==> src/rtl/cap_timer_pkg.sv <==
package cap_timer_pkg;
  localparam int NUM_CH = 2;

  typedef enum logic [2:0] {
    A_CTRL = 3'd0,
    A_PSC  = 3'd1,
    A_CFG  = 3'd2,
    A_IEN  = 3'd3,
    A_PEND = 3'd4,
    A_CNT  = 3'd5,
    A_CAP0 = 3'd6,
    A_CAP1 = 3'd7
  } reg_addr_e;

  typedef struct packed {
    logic rst_on_cap;
    logic fall;
    logic rise;
  } ch_cfg_t;
endpackage

==> src/rtl/cap_edge_det.sv <==
module cap_edge_det
  import cap_timer_pkg::*;
#(
  parameter int STAGES = 2
) (
  input  logic    clk_i,
  input  logic    rst_ni,
  input  logic    pin_i,
  input  logic    en_i,
  input  ch_cfg_t cfg_i,
  output logic    event_o
);
  logic [STAGES-1:0] sync_q;
  logic              prev_q;
  logic              lvl;

  assign lvl = sync_q[STAGES-1];

  always_ff @(posedge clk_i or negedge rst_ni) begin
    if (!rst_ni) begin
      sync_q <= '0;
      prev_q <= 1'b0;
    end else begin
      sync_q <= {sync_q[STAGES-2:0], pin_i};
      prev_q <= lvl;
    end
  end

  assign event_o = en_i & ((cfg_i.rise & lvl & ~prev_q) |
                           (cfg_i.fall & ~lvl & prev_q));
endmodule

==> src/rtl/cap_tick_counter.sv <==
module cap_tick_counter #(
  parameter int CNT_W = 16,
  parameter int PS_W  = 8
) (
  input  logic             clk_i,
  input  logic             rst_ni,
  input  logic             run_i,
  input  logic [PS_W-1:0]  psc_i,
  input  logic             load_i,
  input  logic [CNT_W-1:0] load_val_i,
  input  logic             clr_i,
  output logic [CNT_W-1:0] count_o,
  output logic             wrap_o
);
  logic [PS_W-1:0]  psc_q;
  logic [CNT_W-1:0] cnt_q;
  logic             tick;

  // >= keeps the tick alive if the prescale drops below the running value
  assign tick   = run_i & (psc_q >= psc_i);
  assign wrap_o = tick & (&cnt_q) & ~load_i & ~clr_i;

  always_ff @(posedge clk_i or negedge rst_ni) begin
    if (!rst_ni) begin
      psc_q <= '0;
      cnt_q <= '0;
    end else if (load_i) begin
      psc_q <= '0;
      cnt_q <= load_val_i;
    end else if (clr_i) begin
      psc_q <= '0;
      cnt_q <= '0;
    end else if (run_i) begin
      if (tick) begin
        psc_q <= '0;
        cnt_q <= cnt_q + 1'b1;
      end else begin
        psc_q <= psc_q + 1'b1;
      end
    end
  end

  assign count_o = cnt_q;
endmodule

==> src/rtl/cap_reg.sv <==
module cap_reg #(
  parameter int W = 16
) (
  input  logic         clk_i,
  input  logic         rst_ni,
  input  logic         cap_i,
  input  logic [W-1:0] cap_val_i,
  input  logic         wr_i,
  input  logic [W-1:0] wdata_i,
  output logic [W-1:0] q_o
);
  always_ff @(posedge clk_i or negedge rst_ni) begin
    if (!rst_ni)    q_o <= '0;
    else if (cap_i) q_o <= cap_val_i;
    else if (wr_i)  q_o <= wdata_i;
  end
endmodule

==> src/rtl/cap_timer.sv <==
module cap_timer
  import cap_timer_pkg::*;
#(
  parameter int CNT_W       = 16,
  parameter int PS_W        = 8,
  parameter int SYNC_STAGES = 2
) (
  input  logic              clk_i,
  input  logic              rst_ni,
  input  logic              wr_en_i,
  input  logic [2:0]        addr_i,
  input  logic [CNT_W-1:0]  wdata_i,
  output logic [CNT_W-1:0]  rdata_o,
  input  logic [NUM_CH-1:0] cap_pin_i,
  output logic              irq_o
);
  localparam int PEND_W = NUM_CH + 1;
  localparam int CFG_STRIDE = 4;

  logic              run_q, sleep_q, active;
  logic [PS_W-1:0]   psc_q;
  ch_cfg_t           cfg_q [NUM_CH];
  logic [PEND_W-1:0] ien_q, pend_q, pend_set, pend_clr;
  logic [NUM_CH-1:0] cap_ev, rst_req;
  logic [CNT_W-1:0]  count;
  logic [CNT_W-1:0]  cap_val [NUM_CH];
  logic              cap_rst, cnt_wr, wrap;
  logic [CNT_W-1:0]  cfg_rd;

  assign active = run_q & ~sleep_q;
  assign cnt_wr = wr_en_i & (addr_i == A_CNT) & ~sleep_q;

  always_ff @(posedge clk_i or negedge rst_ni) begin
    if (!rst_ni) begin
      run_q   <= 1'b0;
      sleep_q <= 1'b0;
      psc_q   <= '0;
      ien_q   <= '0;
    end else if (wr_en_i) begin
      case (addr_i)
        A_CTRL: begin
          run_q   <= wdata_i[0];
          sleep_q <= wdata_i[1];
        end
        A_PSC: psc_q <= wdata_i[PS_W-1:0];
        A_IEN: ien_q <= wdata_i[PEND_W-1:0];
        default: ;
      endcase
    end
  end

  for (genvar i = 0; i < NUM_CH; i++) begin : g_ch
    logic cap_wr;

    always_ff @(posedge clk_i or negedge rst_ni) begin
      if (!rst_ni) cfg_q[i] <= '0;
      else if (wr_en_i && addr_i == A_CFG)
        cfg_q[i] <= wdata_i[i*CFG_STRIDE +: 3];
    end

    cap_edge_det #(.STAGES(SYNC_STAGES)) edge_i (
      .clk_i   (clk_i),
      .rst_ni  (rst_ni),
      .pin_i   (cap_pin_i[i]),
      .en_i    (active),
      .cfg_i   (cfg_q[i]),
      .event_o (cap_ev[i])
    );

    assign rst_req[i] = cap_ev[i] & cfg_q[i].rst_on_cap;
    assign cap_wr = wr_en_i & ~sleep_q & (addr_i == A_CAP0 + 3'(i));

    cap_reg #(.W(CNT_W)) cap_i (
      .clk_i     (clk_i),
      .rst_ni    (rst_ni),
      .cap_i     (cap_ev[i]),
      .cap_val_i (count),
      .wr_i      (cap_wr),
      .wdata_i   (wdata_i),
      .q_o       (cap_val[i])
    );

    assign cfg_rd[i*CFG_STRIDE +: CFG_STRIDE] = {1'b0, cfg_q[i]};
  end

  if (CNT_W > NUM_CH*CFG_STRIDE) begin : g_cfg_pad
    assign cfg_rd[CNT_W-1:NUM_CH*CFG_STRIDE] = '0;
  end

  assign cap_rst = |rst_req;

  cap_tick_counter #(.CNT_W(CNT_W), .PS_W(PS_W)) cnt_i (
    .clk_i      (clk_i),
    .rst_ni     (rst_ni),
    .run_i      (active),
    .psc_i      (psc_q),
    .load_i     (cnt_wr),
    .load_val_i (wdata_i),
    .clr_i      (cap_rst),
    .count_o    (count),
    .wrap_o     (wrap)
  );

  assign pend_set = {wrap, cap_ev};
  assign pend_clr = (wr_en_i && addr_i == A_PEND && !sleep_q) ?
                    wdata_i[PEND_W-1:0] : '0;

  always_ff @(posedge clk_i or negedge rst_ni) begin
    if (!rst_ni) pend_q <= '0;
    else         pend_q <= (pend_q & ~pend_clr) | pend_set;
  end

  assign irq_o = |(pend_q & ien_q);

  always_comb begin
    case (addr_i)
      A_CTRL:  rdata_o = CNT_W'({sleep_q, run_q});
      A_PSC:   rdata_o = CNT_W'(psc_q);
      A_CFG:   rdata_o = cfg_rd;
      A_IEN:   rdata_o = CNT_W'(ien_q);
      A_PEND:  rdata_o = CNT_W'(pend_q);
      A_CNT:   rdata_o = count;
      A_CAP0:  rdata_o = cap_val[0];
      default: rdata_o = cap_val[1];
    endcase
  end
endmodule

==> config.mk <==
export PLATFORM = sky130hd
export DESIGN_NAME = cap_timer
export DESIGN_NICKNAME = d
export VERILOG_FILES = /design/src/rtl/cap_timer_pkg.sv /design/src/rtl/cap_edge_det.sv /design/src/rtl/cap_tick_counter.sv /design/src/rtl/cap_reg.sv /design/src/rtl/cap_timer.sv
export SDC_FILE = /design/constraint.sdc
export NUM_CORES = 1
export LEC_CHECK = 0
export ABC_AREA = 1
export BUFFER_PORTS_ARGS = -buffer_cell sky130_fd_sc_hd__buf_2
export CORE_MARGIN = 3
export CORE_UTILIZATION = 61
export DETAILED_ROUTE_END_ITERATION = 10
export PLACE_DENSITY = 0.81
export SLEW_MARGIN = 20
export SYNTH_ARGS = -nofsm -noshare
export SYNTH_HDL_FRONTEND = slang
export SYNTH_HIERARCHICAL = 1
export SYNTH_SLANG_ARGS = --single-unit
==> constraint.sdc <==
create_clock -name clk_i -period 2.2 [get_ports clk_i]
set_clock_uncertainty 0.1 [all_clocks]
set_input_delay 0.44 -clock clk_i [delete_from_list [all_inputs] [get_ports clk_i]]
set_output_delay 0.44 -clock clk_i [all_outputs]
set_load 0.005 [all_outputs]
==> results by group, run 1 <==
GRT
  – Met3 Track Usage GR: 5.96%
  – GRT overflow: 0
  – First-pass GRT wire length: 23.6 mm
  – GR met1 Demand/Resource: 43.3%
  – Largest net degree at the start of global routing: 40
  – Vias in the first global route: 4,848
  – All-Layer GR Usage: 30.5%
  – Initial antenna violation count: 0
  – Grt peak-use layer: met2
  – M2 GR Usage: 47.3%

Min path
  – Hold WC Path Type: in2reg

Cells and area
  – Area grow syn2layout: 12.9%
  – Share of cells above drive strength 1: 16.7%
  – Post-route insts no fill: 862
  – Fin nets: 789
  – Diodes inserted: 0
  – Post-layout util: 72.9%

Route
  – Post-route ant nets: 0
  – First-pass iteration count of the detailed router: 5
  – Routed WL: 14.5 mm
  – DR iter-0 viols: 493
  – Via count: 5,195
  – Drt via density: 6.03
  – Drt drc: 0
  – DR WL/cell: 16.8 um

Critical path
  – Worst Setup Path Type: reg2reg
  – Crit. End Element: flip-flop
  – Critical path arrival: 2.36 ns
  – Crit path max fanout: 20
  – Worst EP required: 2.41 ns
  – Type of origin of the critical path: flip-flop

Floorplan
  – Die X: 97.6 um
  – Die area: 0.00952 mm2
  – IO Count: 41
  – Die height: 97.6 um
  – Initial Util: 64.5%
  – Core area: 0.00793 mm2
  – Row count: 32

Yosys
  – Top cells by count, synth: 252 x nand2_1, 137 x nand3_1, 84 x dfrtp_1
  – Synth async-reset ratio: 100%
  – Post-synth top area share: 41.1%
  – Top-count cell post-synth: nand2_1
  – Mapped Area: 0.00511 mm2
  – Primary FF master, synth: dfrtp_1
  – Synth Instances: 705
  – Post-Syn Nets: 739
  – Post-synth EDFFs: 0
  – Distinct cells, synth: 33
  – Mean Syn Cell Area: 7.26 um2
  – Sequential area share after synthesis: 41.1%
  – Largest cells by area after synthesis: dfrtp_1 41%, nand2_1 18%, nand3_1 13%, inv_1 3.4%, nor2_1 2.6%
  – Synthesis Warnings: 6
  – Cell taking the most area after synthesis: dfrtp_1
  – #FFs+latches synth: 84

Power
  – P per Cell Area: 922 mW/mm2
  – Leakage: 2.92 nW
  – Overall power: 5.33 mW
  – Worst VDD drop: 0.000702 V

CTS
  – Clk_lat worst skew: 0.36 ns
  – CTS tree: done
  – Inserted Clock Buffers: 9
  – H-tree depth: 3
  – Root Buffer: clkbuf_8
  – Clock sinks: 84
  – Clock-pin slew on the worst setup and hold paths: 0.09 ns
  – Clock Path Buffers: 2

Placed design
  – Hpwl dp: 10.3 mm
  – Pre-CTS WS: -0.0481 ns
  – Number of port buffers: 40
  – Global placer's final weighted congestion: 0.944
  – Placed Cells: 841

Run status
  – Status: complete, no violations

STA
  – Worst-margin pin slew: 0.426 ns
  – Unrepaired setup endpoints after global routing: yes
  – Worst slew margin: 71.3%
  – Final setup vio count: 0
  – Hold violation total from the final report: 0
  – Final period util: 98.1%
  – Tmin final: 2.16 ns
  – Max Transition Viols Final: 0
  – Final WS setup: 0.0424 ns
  – Highest Clock Rate: 463 MHz

Job
  – MaxCap Viol Count: 0
## kinds of logic after synthesis
logic type | synth area share [%]
buf+inv | 8.22
xor+xnor | 0.171
flops | 41.1
simple gates | 42.7
compound gates | 5.41
fa+ha+maj | 2.45
## stage by stage
step           instance area, um2  TNS (ns)  hold slack (ns)
3_5_place_dp                 5480   -0.0481            0.236
3_3_place_gp                 5480   -0.0131            0.233
4_1_cts                      5690         0           0.0708
6_report                     5780         0           0.0831
5_1_grt                      5780   -0.0483           0.0659
2_1_floorplan                5110         0           0.0444
## worst max-delay path, cell delays in order, from the launching register on
cell	delay [ns]
dfrtp_1	0.39
inv_1	0.12
nor2_4	0.06
nand2_1	0.09
nor2_2	0.04
a22o_1	0.28
nor2_4	0.15
buf_12	0.17
inv_1	0.10
nor4_2	0.14
nand3_1	0.13
nor2_2	0.15
inv_1	0.09
nand2_1	0.07
## cells in the final DEF, fill, tap and decap left out, drive strengths merged, types with 3 or more instances in the layout
master,netlist,layout
nor4,4,4
o21bai,4,4
nor3,6,6
nand3,141,141
inv,55,56
a21oi,9,9
ha,10,10
nand4,18,18
clkbuf,2,13
nand2,259,259
nor2,48,48
clkinvlp,0,3
o21ai,30,30
buf,28,66
dfrtp,84,84
## path summary, 6_finish.rpt
| kind | startpoint | to | slack, ns | cells past startpoint |
|---|---|---|---|---|
| hold / removal | cap_pin_i[0] | g_ch[0].edge_i/sync_q[0] | 0.08 | 1 |
| min in group asynchronous | rst_ni | sleep_q | 0.44 | 2 |
| hold reg to reg | g_ch[1].edge_i/sync_q[0] | g_ch[1].edge_i/sync_q[1] | 0.25 | 0 |
| setup / recovery | run_q | pend_q[2] | 0.04 | 13 |
| setup reg to reg | run_q | pend_q[2] | 0.04 | 13 |
| max in group asynchronous | rst_ni | cnt_i/count_o[6] | 1.00 | 3 |
## where the power goes
group	internal (mW)	switching [mW]
Combinational	0.670	0.952
Clock	0.530	0.598
Sequential	2.03	0.548
## sequential cells by signal (all words and copies together) (netlist names)
signal	flops
psc_q	8
cnt_i/psc_q	8
cnt_i/count_o	16
g_ch.edge_i/sync_q	4
cfg_q	6
ien_q	3
g_ch.cap_i/q_o	32
pend_q	3
sleep_q	1
g_ch.edge_i/prev_q	2
run_q	1
## layer usage
metal	wire (um)	share of wire, %	up-vias
li1	-	-	2404
met1	6070	42	2460
met2	6740	47	294
met3	1320	9.1	37
met4	327	2.3	0
met5	0	0	-
## area by class of cell
| cell class | count | area (um2) |
|---|---|---|
| Inverter | 55 | 209 |
| Multi-Input combinational cell | 536 | 2640 |
| Clock inverter | 5 | 61.3 |
| Timing Repair Buffer | 69 | 503 |
| Tap cell | 102 | 128 |
| Clock buffer | 11 | 131 |
| Fill cell | 645 | 2150 |
| Sequential cell | 84 | 2100 |
## timing repair
action / CTS / global route
gates cloned: 0 / 0
hold endpoints to repair: 30 / 0
hold buffers: 1 / 0
setup endpoints to repair: 1 / 29
pin swaps: 0 / 2
buffers inserted: 0 / 4
gates resized for setup: 1 / 12
Note: power is estimated with default switching activity, not from simulation.
==> inputs of run 2 (changes only) <==
--- a/config.mk
+++ b/config.mk
@@ -5,12 +5,11 @@
 export SDC_FILE = /design/constraint.sdc
 export NUM_CORES = 1
 export LEC_CHECK = 0
-export ABC_AREA = 1
 export BUFFER_PORTS_ARGS = -buffer_cell sky130_fd_sc_hd__buf_2
 export CORE_MARGIN = 3
-export CORE_UTILIZATION = 61
+export CORE_UTILIZATION = 60
 export DETAILED_ROUTE_END_ITERATION = 10
-export PLACE_DENSITY = 0.81
+export PLACE_DENSITY = 0.8
 export SLEW_MARGIN = 20
 export SYNTH_ARGS = -nofsm -noshare
 export SYNTH_HDL_FRONTEND = slang
==> run 2 against run 1 <==
  * The run now ends with setup timing left
  * Core utilization is 2.6 points higher
  * Fmax is 2.6% lower
  * First-iteration DRC count is 26% lower
  * Combinational power is 7% higher
  * Die area is 1.9% lower
==> results by group, run 2 <==
Power
  – P per Cell Area: 919 mW/mm2 (-0.40%)
  – Overall power: 5.44 mW (+2.2%)
  – Worst VDD drop: 0.000529 V (-25%)
  – Leakage: 2.57 nW (-12%)

Yosys
  – Cell taking the most area after synthesis: dfrtp_1
  – #FFs+latches synth: 84 (unchanged)
  – Primary FF master, synth: dfrtp_1
  – Top-count cell post-synth: dfrtp_1
  – Distinct cells, synth: 68 (+110%)
  – Mapped Area: 0.00493 mm2 (-3.7%)
  – Post-synth EDFFs: 0 (unchanged)
  – Synth Instances: 509 (-28%)
  – Synthesis Warnings: 6 (unchanged)
  – Mean Syn Cell Area: 9.68 um2 (+33%)
  – Largest cells by area after synthesis: dfrtp_1 43%, mux2i_1 9.3%, nand2_1 5.6%, mux2_2 4.3%, a21oi_1 3.9%
  – Top cells by count, synth: 84 x dfrtp_1, 73 x nand2_1, 46 x mux2i_1
  – Synth async-reset ratio: 100% (unchanged)
  – Post-Syn Nets: 543 (-27%)
  – Post-synth top area share: 42.7% (+1.6 points)
  – Sequential area share after synthesis: 42.7% (+1.6 points)

Route
  – DR iter-0 viols: 364 (-26%)
  – Drt via density: 6.36 (+5.6%)
  – DR WL/cell: 19.4 um (+16%)
  – Routed WL: 13.5 mm (-6.8%)
  – First-pass iteration count of the detailed router: 5 (unchanged)
  – Via count: 4,422 (-15%)
  – Drt drc: 0 (unchanged)
  – Post-route ant nets: 0 (unchanged)

Floorplan
  – Core area: 0.00785 mm2 (-1.0%)
  – Die X: 96.6 um (-0.97%)
  – IO Count: 41 (unchanged)
  – Row count: 32 (unchanged)
  – Die height: 96.6 um (-0.97%)
  – Initial Util: 62.8% (-1.7 points)
  – Die area: 0.00934 mm2 (-1.9%)

GRT
  – Vias in the first global route: 4,098 (-15%)
  – First-pass GRT wire length: 20.8 mm (-12%)
  – All-Layer GR Usage: 27.1% (-3.4 points)
  – GRT overflow: 0 (unchanged)
  – Largest net degree at the start of global routing: 38 (-5.0%)
  – Initial antenna violation count: 0 (unchanged)

Critical path
  – Critical Path Max Stage Delay: 0.50 ns (+0.11 ns)
  – Crit path max fanout: 9 (-55%)
  – Type of origin of the critical path: flip-flop
  – Worst Reg2Reg Path Length in Cells: 8 (-5)
  – Worst EP required: 1.66 ns (-0.75 ns)
  – Worst Setup Path Type: reg2out
  – Worst path cell trace: a21oi_1, nor2_1, o311ai_0, o21ai_0, buf_2
  – Crit. End Element: primary output
  – Slowest-stage cell, CP: dfrtp_1
  – Critical path arrival: 1.67 ns (-0.69 ns)

Min path
  – Hold depth: 1 (unchanged)
  – Hold WC Path Type: in2reg

Cells and area
  – Most common cell after layout, fill and taps aside: dfrtp_1
  – Biggest register: g_ch.cap_i/q_o
  – Diodes inserted: 0 (unchanged)
  – Area grow syn2layout: 20.2%
  – Commonest cells after routing, fill and taps aside: 83 x dfrtp_1, 71 x nand2_1, 51 x buf_4
  – Share of cells above drive strength 1: 28.0% (+11 points)
  – Fin nets: 622 (-21%)
  – Fillers: 523 (-19%)
  – Max FFs per register: 32 (unchanged)

Job
  – MaxCap Viol Count: 0 (unchanged)

Placed design
  – Pre-CTS WS: -0.118 ns (-0.0699 ns)
  – Global placer's final weighted congestion: 0.910 (-3.6%)
  – Number of port buffers: 40 (unchanged)
  – Hpwl dp: 8.96 mm (-13%)

STA
  – Tmin final: 2.21 ns (+0.0570 ns)
  – Hold violation total from the final report: 0 (unchanged)
  – Final WS setup: -0.0146 ns (-0.0570 ns)
  – Max Transition Viols Final: 0 (unchanged)
  – Final setup TNS: -0.0146 ns (-0.0146 ns)
  – Worst slew margin: 65.3% (-6.1 points)
  – Final period util: 101% (+2.6 points)
  – Worst-margin pin slew: 0.521 ns (+0.0941 ns)
  – Highest Clock Rate: 452 MHz (-2.6%)
  – Unrepaired setup endpoints after global routing: yes
  – Final setup vio count: 1 (+1)

Run status
  – Status: finished, violations left
  – Failing checks: setup timing

CTS
  – Clk_lat worst skew: 0.36 ns (about the same)
  – Clock Path Buffers: 2 (unchanged)
  – CTS tree: done
  – Clock sinks: 84 (unchanged)
  – Root Buffer: clkbuf_8
  – Clock-pin slew on the worst setup and hold paths: 0.09 ns (about the same)
  – Inserted Clock Buffers: 9 (unchanged)
  – H-tree depth: 3 (unchanged)
run 2: cell count changes in the layout (fill, tap and decap cells not counted), sizes merged, moves of 29 or more:
cell   change
inv       -44
buf       +30
mux2i     +46
nand3    -124
nand2    -185
a21oi     +29
run 2: per-stage QoR:
| stage | area [um2] | std cells | utilization, % | hold WS (ns) |
|---|---|---|---|---|
| 5_1_grt | 5920 | 695 | 75.5 | 0.0710 |
| 4_1_cts | 5710 | 684 | 72.8 | 0.0769 |
| 3_5_place_dp | 5450 | 667 | 69.5 | 0.237 |
| 6_report | 5920 | 695 | 75.5 | 0.0808 |
| 2_1_floorplan | 4940 | 509 | - | 0.0444 |
| 3_3_place_gp | 5450 | 667 | 69.5 | 0.233 |
run 2: timing repair:
action,in CTS,in global routing
hold endpoints to repair,35,0
hold buffers,1,0
cloned,0,1
resized for setup,2,22
buffers inserted,0,10
endpoints found under the setup margin,15,25
pin swaps,0,10
run 2: worst max-delay path: cells and delay by family, from the launching register on:
| kind | cells | cell delay [ns] |
|---|---|---|
| AO/OA/AOI/OAI | 3 | 0.58 |
| buffers and inverters | 1 | 0.17 |
| AND/OR/NAND/NOR | 1 | 0.08 |
| flip-flops | 1 | 0.50 |
run 2: final timing paths:
path	from	endpoint	slack, ns
hold / removal	cap_pin_i[0]	g_ch[0].edge_i/sync_q[0]	0.08
min in group asynchronous	rst_ni	g_ch[1].cap_i/q_o[11]	0.49
setup / recovery	cnt_i/count_o[3]	rdata_o[3]	-0.01
max in group asynchronous	rst_ni	cnt_i/count_o[5]	0.98
hold reg to reg	g_ch[0].edge_i/sync_q[0]	g_ch[0].edge_i/sync_q[1]	0.26
setup reg to reg	run_q	cnt_i/count_o[13]	0.02
run 2: logic make-up (layout without fill, tap and decap cells):
group                    Yosys count  count (layout)  share of synthesized area (%)
AO/OA/AOI/OAI                    127             128                           16.1
XOR/XNOR                           7               7                           1.24
adder cells (fa/ha/maj)           10              10                           2.54
buffers and inverters             43             126                           5.89
flip-flops                        84              84                           42.7
multiplexers                      65              65                           13.7
AND/OR/NAND/NOR                  173             173                           17.9
run 2: report_power, final:
group,internal [mW],switching [mW]
Sequential,2.02,0.358
Clock,0.782,0.562
Combinational,0.830,0.895
Total,3.63,1.81
run 2: routing by layer:
layer	track usage [%]	wire length [um]
met5	0	0
met4	9.07	374
met3	4.18	925
met2	42.1	6370
met1	39.1	5800
run 2: cell type report:
type,instances,area [um2],share of cell area (%)
multi-input cells,383,2690,45.5
flip-flops and latches,84,2100,35.5
repair buffers,98,713,12.0
clock buffers,11,141,2.39
well taps,102,128,2.15
clock inverters,5,100,1.69
inverters,12,45.0,0.760
==> inputs of run 3 (changes only) <==
--- a/config.mk
+++ b/config.mk
@@ -5,10 +5,12 @@
 export SDC_FILE = /design/constraint.sdc
 export NUM_CORES = 1
 export LEC_CHECK = 0
+export ABC_CLOCK_PERIOD_IN_PS = 2200
 export BUFFER_PORTS_ARGS = -buffer_cell sky130_fd_sc_hd__buf_2
 export CORE_MARGIN = 3
 export CORE_UTILIZATION = 60
 export DETAILED_ROUTE_END_ITERATION = 10
+export HOLD_SLACK_MARGIN = 0.1
 export PLACE_DENSITY = 0.8
 export SLEW_MARGIN = 20
 export SYNTH_ARGS = -nofsm -noshare
==> run 3 against run 2 <==
  * Critical path depth unchanged
  * Combinational power about the same
  * Core utilization is 0.26 points higher
  * Wire length up 0.69%
  * Highest routed layer unchanged
  * First-iteration DRC count down 5.2%
  * The run still ends with setup timing left
  * Clock-buffer cell count did not move
  * Fmax is 0.37% lower
  * Setup slack got worse by 0.0083 ns
  * Global-route usage about the same
  * Cell area increased by 0.34%
==> results by group, run 3 (synthesis gave the netlist of run 2 again) <==
Run status
  – Status: finished, violations left
  – Failing checks: setup timing

GRT
  – Vias in the first global route: 4,114 (+0.39%)
  – Initial antenna violation count: 0 (unchanged)
  – Grt peak-use layer: met2
  – First-pass GRT wire length: 20.8 mm (+0.16%)
  – GRT overflow: 0 (unchanged)
  – Met3 Track Usage GR: 4.18% (unchanged)
  – All-Layer GR Usage: 27.2% (+0.046 points)
  – GR met1 Demand/Resource: 39.1% (+0.047 points)
  – Largest net degree at the start of global routing: 38 (unchanged)
  – M2 GR Usage: 42.3% (+0.11 points)

STA
  – Worst-margin pin slew: 0.526 ns (+0.00587 ns)
  – Final setup vio count: 1 (unchanged)
  – Highest Clock Rate: 450 MHz (-0.37%)
  – Final period util: 101% (+0.38 points)
  – Final WS setup: -0.0229 ns (-0.00832 ns)
  – Tmin final: 2.22 ns (+0.00832 ns)
  – Hold violation total from the final report: 0 (unchanged)
  – Worst slew margin: 64.9% (-0.39 points)
  – Unrepaired setup endpoints after global routing: yes
  – Max Transition Viols Final: 0 (unchanged)
  – Hold WS: 0.258 ns (+0.178 ns)

Critical path
  – Critical path arrival: 1.68 ns (about the same)
  – Crit. End Element: primary output
  – Worst Setup Path Type: reg2out
  – Crit path max fanout: 9 (unchanged)
  – Type of origin of the critical path: flip-flop
  – Worst EP required: 1.66 ns (about the same)

CTS
  – Clock sinks: 84 (unchanged)
  – CTS tree: done
  – Root Buffer: clkbuf_8
  – H-tree depth: 3 (unchanged)
  – Clock Path Buffers: 2 (unchanged)
  – Clk_lat worst skew: 0.37 ns (about the same)
  – Clock-pin slew on the worst setup and hold paths: 0.09 ns (about the same)
  – Inserted Clock Buffers: 9 (unchanged)

Cells and area
  – Fillers: 521 (-0.38%)
  – Fin nets: 624 (+0.32%)
  – Commonest cells after routing, fill and taps aside: 83 x dfrtp_1, 71 x nand2_1, 51 x buf_4
  – Max FFs per register: 32 (unchanged)
  – Biggest register: g_ch.cap_i/q_o
  – Share of cells above drive strength 1: 27.9% (-0.094 points)
  – Post-route design area: 0.00594 mm2 (+0.34%)
  – Diodes inserted: 0 (unchanged)
  – Most common cell after layout, fill and taps aside: dfrtp_1
  – Area grow syn2layout: 20.6%

Placed design
  – Global placer's final weighted congestion: 0.910 (unchanged)
  – DP Area: 0.00545 mm2 (unchanged)
  – Hpwl dp: 8.96 mm (unchanged)
  – Number of port buffers: 40 (unchanged)

Route
  – Routed WL: 13.6 mm (+0.69%)
  – Post-route ant nets: 0 (unchanged)
  – Drt drc: 0 (unchanged)
  – Via count: 4,444 (+0.50%)
  – Drt via density: 6.38 (+0.21%)
  – First-pass iteration count of the detailed router: 5 (unchanged)
  – DR WL/cell: 19.5 um (+0.40%)
  – DR iter-0 viols: 345 (-5.2%)

Floorplan
  – Die X: 96.6 um (unchanged)
  – Die area: 0.00934 mm2 (unchanged)
  – IO Count: 41 (unchanged)
  – Core area: 0.00785 mm2 (unchanged)
  – Die height: 96.6 um (unchanged)
  – Initial Util: 62.8% (unchanged)
  – Row count: 32 (unchanged)

Min path
  – Hold WC Path Type: reg2reg

Power
  – Worst VDD drop: 0.000526 V (-0.70%)
  – Overall power: 5.45 mW (+0.12%)
  – Leakage: 2.58 nW (+0.32%)
  – P per Cell Area: 917 mW/mm2 (-0.22%)

Job
  – MaxCap Viol Count: 0 (unchanged)
==> run 3: cell count changes in the layout (fill, tap and decap cells not counted) <==
| cell | before | now |
|---|---|---|
| dlygate4sd3_1 | 1 | 3 |
==> run 3: repair_timing <==
| item | CTS | global route |
|---|---|---|
| endpoints found under the hold margin | 37 | 0 |
| hold buffers | 3 | 0 |
| setup buffers | 0 | 10 |
| gates cloned | 0 | 1 |
| endpoints found under the setup margin | 15 | 25 |
| pin swaps | 0 | 10 |
| gates resized for setup | 2 | 22 |
==> run 3: area by class of cell <==
class / count / area (um2) / share of cell area, %
clock buffers: 11 / 141 / 2.38
flip-flops and latches: 84 / 2100 / 35.4
clock inverters: 5 / 100 / 1.68
multi-input cells: 383 / 2690 / 45.3
inverters: 12 / 45.0 / 0.758
repair buffers: 100 / 733 / 12.3
well taps: 102 / 128 / 2.15
==> run 3: routing by layer <==
layer,vias up,share of wire [%]
met5,-,0
met4,0,2.7
met3,39,6.7
met2,222,47
met1,2185,43
li1,1998,-
==> run 3: path summary, 6_finish.rpt <==
kind | endpoint | start | slack, ns | cells past startpoint
worst max-delay path | rdata_o[3] | cnt_i/count_o[3] | -0.02 | 5
worst min-delay path | g_ch[0].edge_i/sync_q[1] | g_ch[0].edge_i/sync_q[0] | 0.26 | 0
worst max register to register | cnt_i/count_o[10] | psc_q[7] | 0.01 | 9
worst min register to register | g_ch[0].edge_i/sync_q[1] | g_ch[0].edge_i/sync_q[0] | 0.26 | 0
max in group asynchronous | cnt_i/count_o[5] | rst_ni | 0.98 | 3
min in group asynchronous | g_ch[1].cap_i/q_o[11] | rst_ni | 0.49 | 2
==> run 3: worst max-delay path, stage by stage, from the launching register on <==
cell and delay, ns:
dfrtp_1 0.50, a21oi_1 0.30, nor2_1 0.08, o311ai_0 0.12
o21ai_0 0.15, buf_2 0.16
==> run 3: stage by stage <==
step	instances	setup TNS, ns	util, %	worst slack, ns
floorplan	509	0	-	0.0103
global placement	667	-0.118	69.5	-0.0491
detailed placement	667	-0.829	69.5	-0.118
CTS	686	-0.0349	73.0	-0.0228
global route	697	-0.273	75.7	-0.0420
finish	697	-0.0229	75.7	-0.0229
==> run 3: where the power goes <==
group	leakage [nW]	internal (mW)	switching, mW
logic	1.42	0.832	0.891
registers	1.04	2.01	0.358
clock network	0.123	0.782	0.570
total	2.58	3.63	1.82
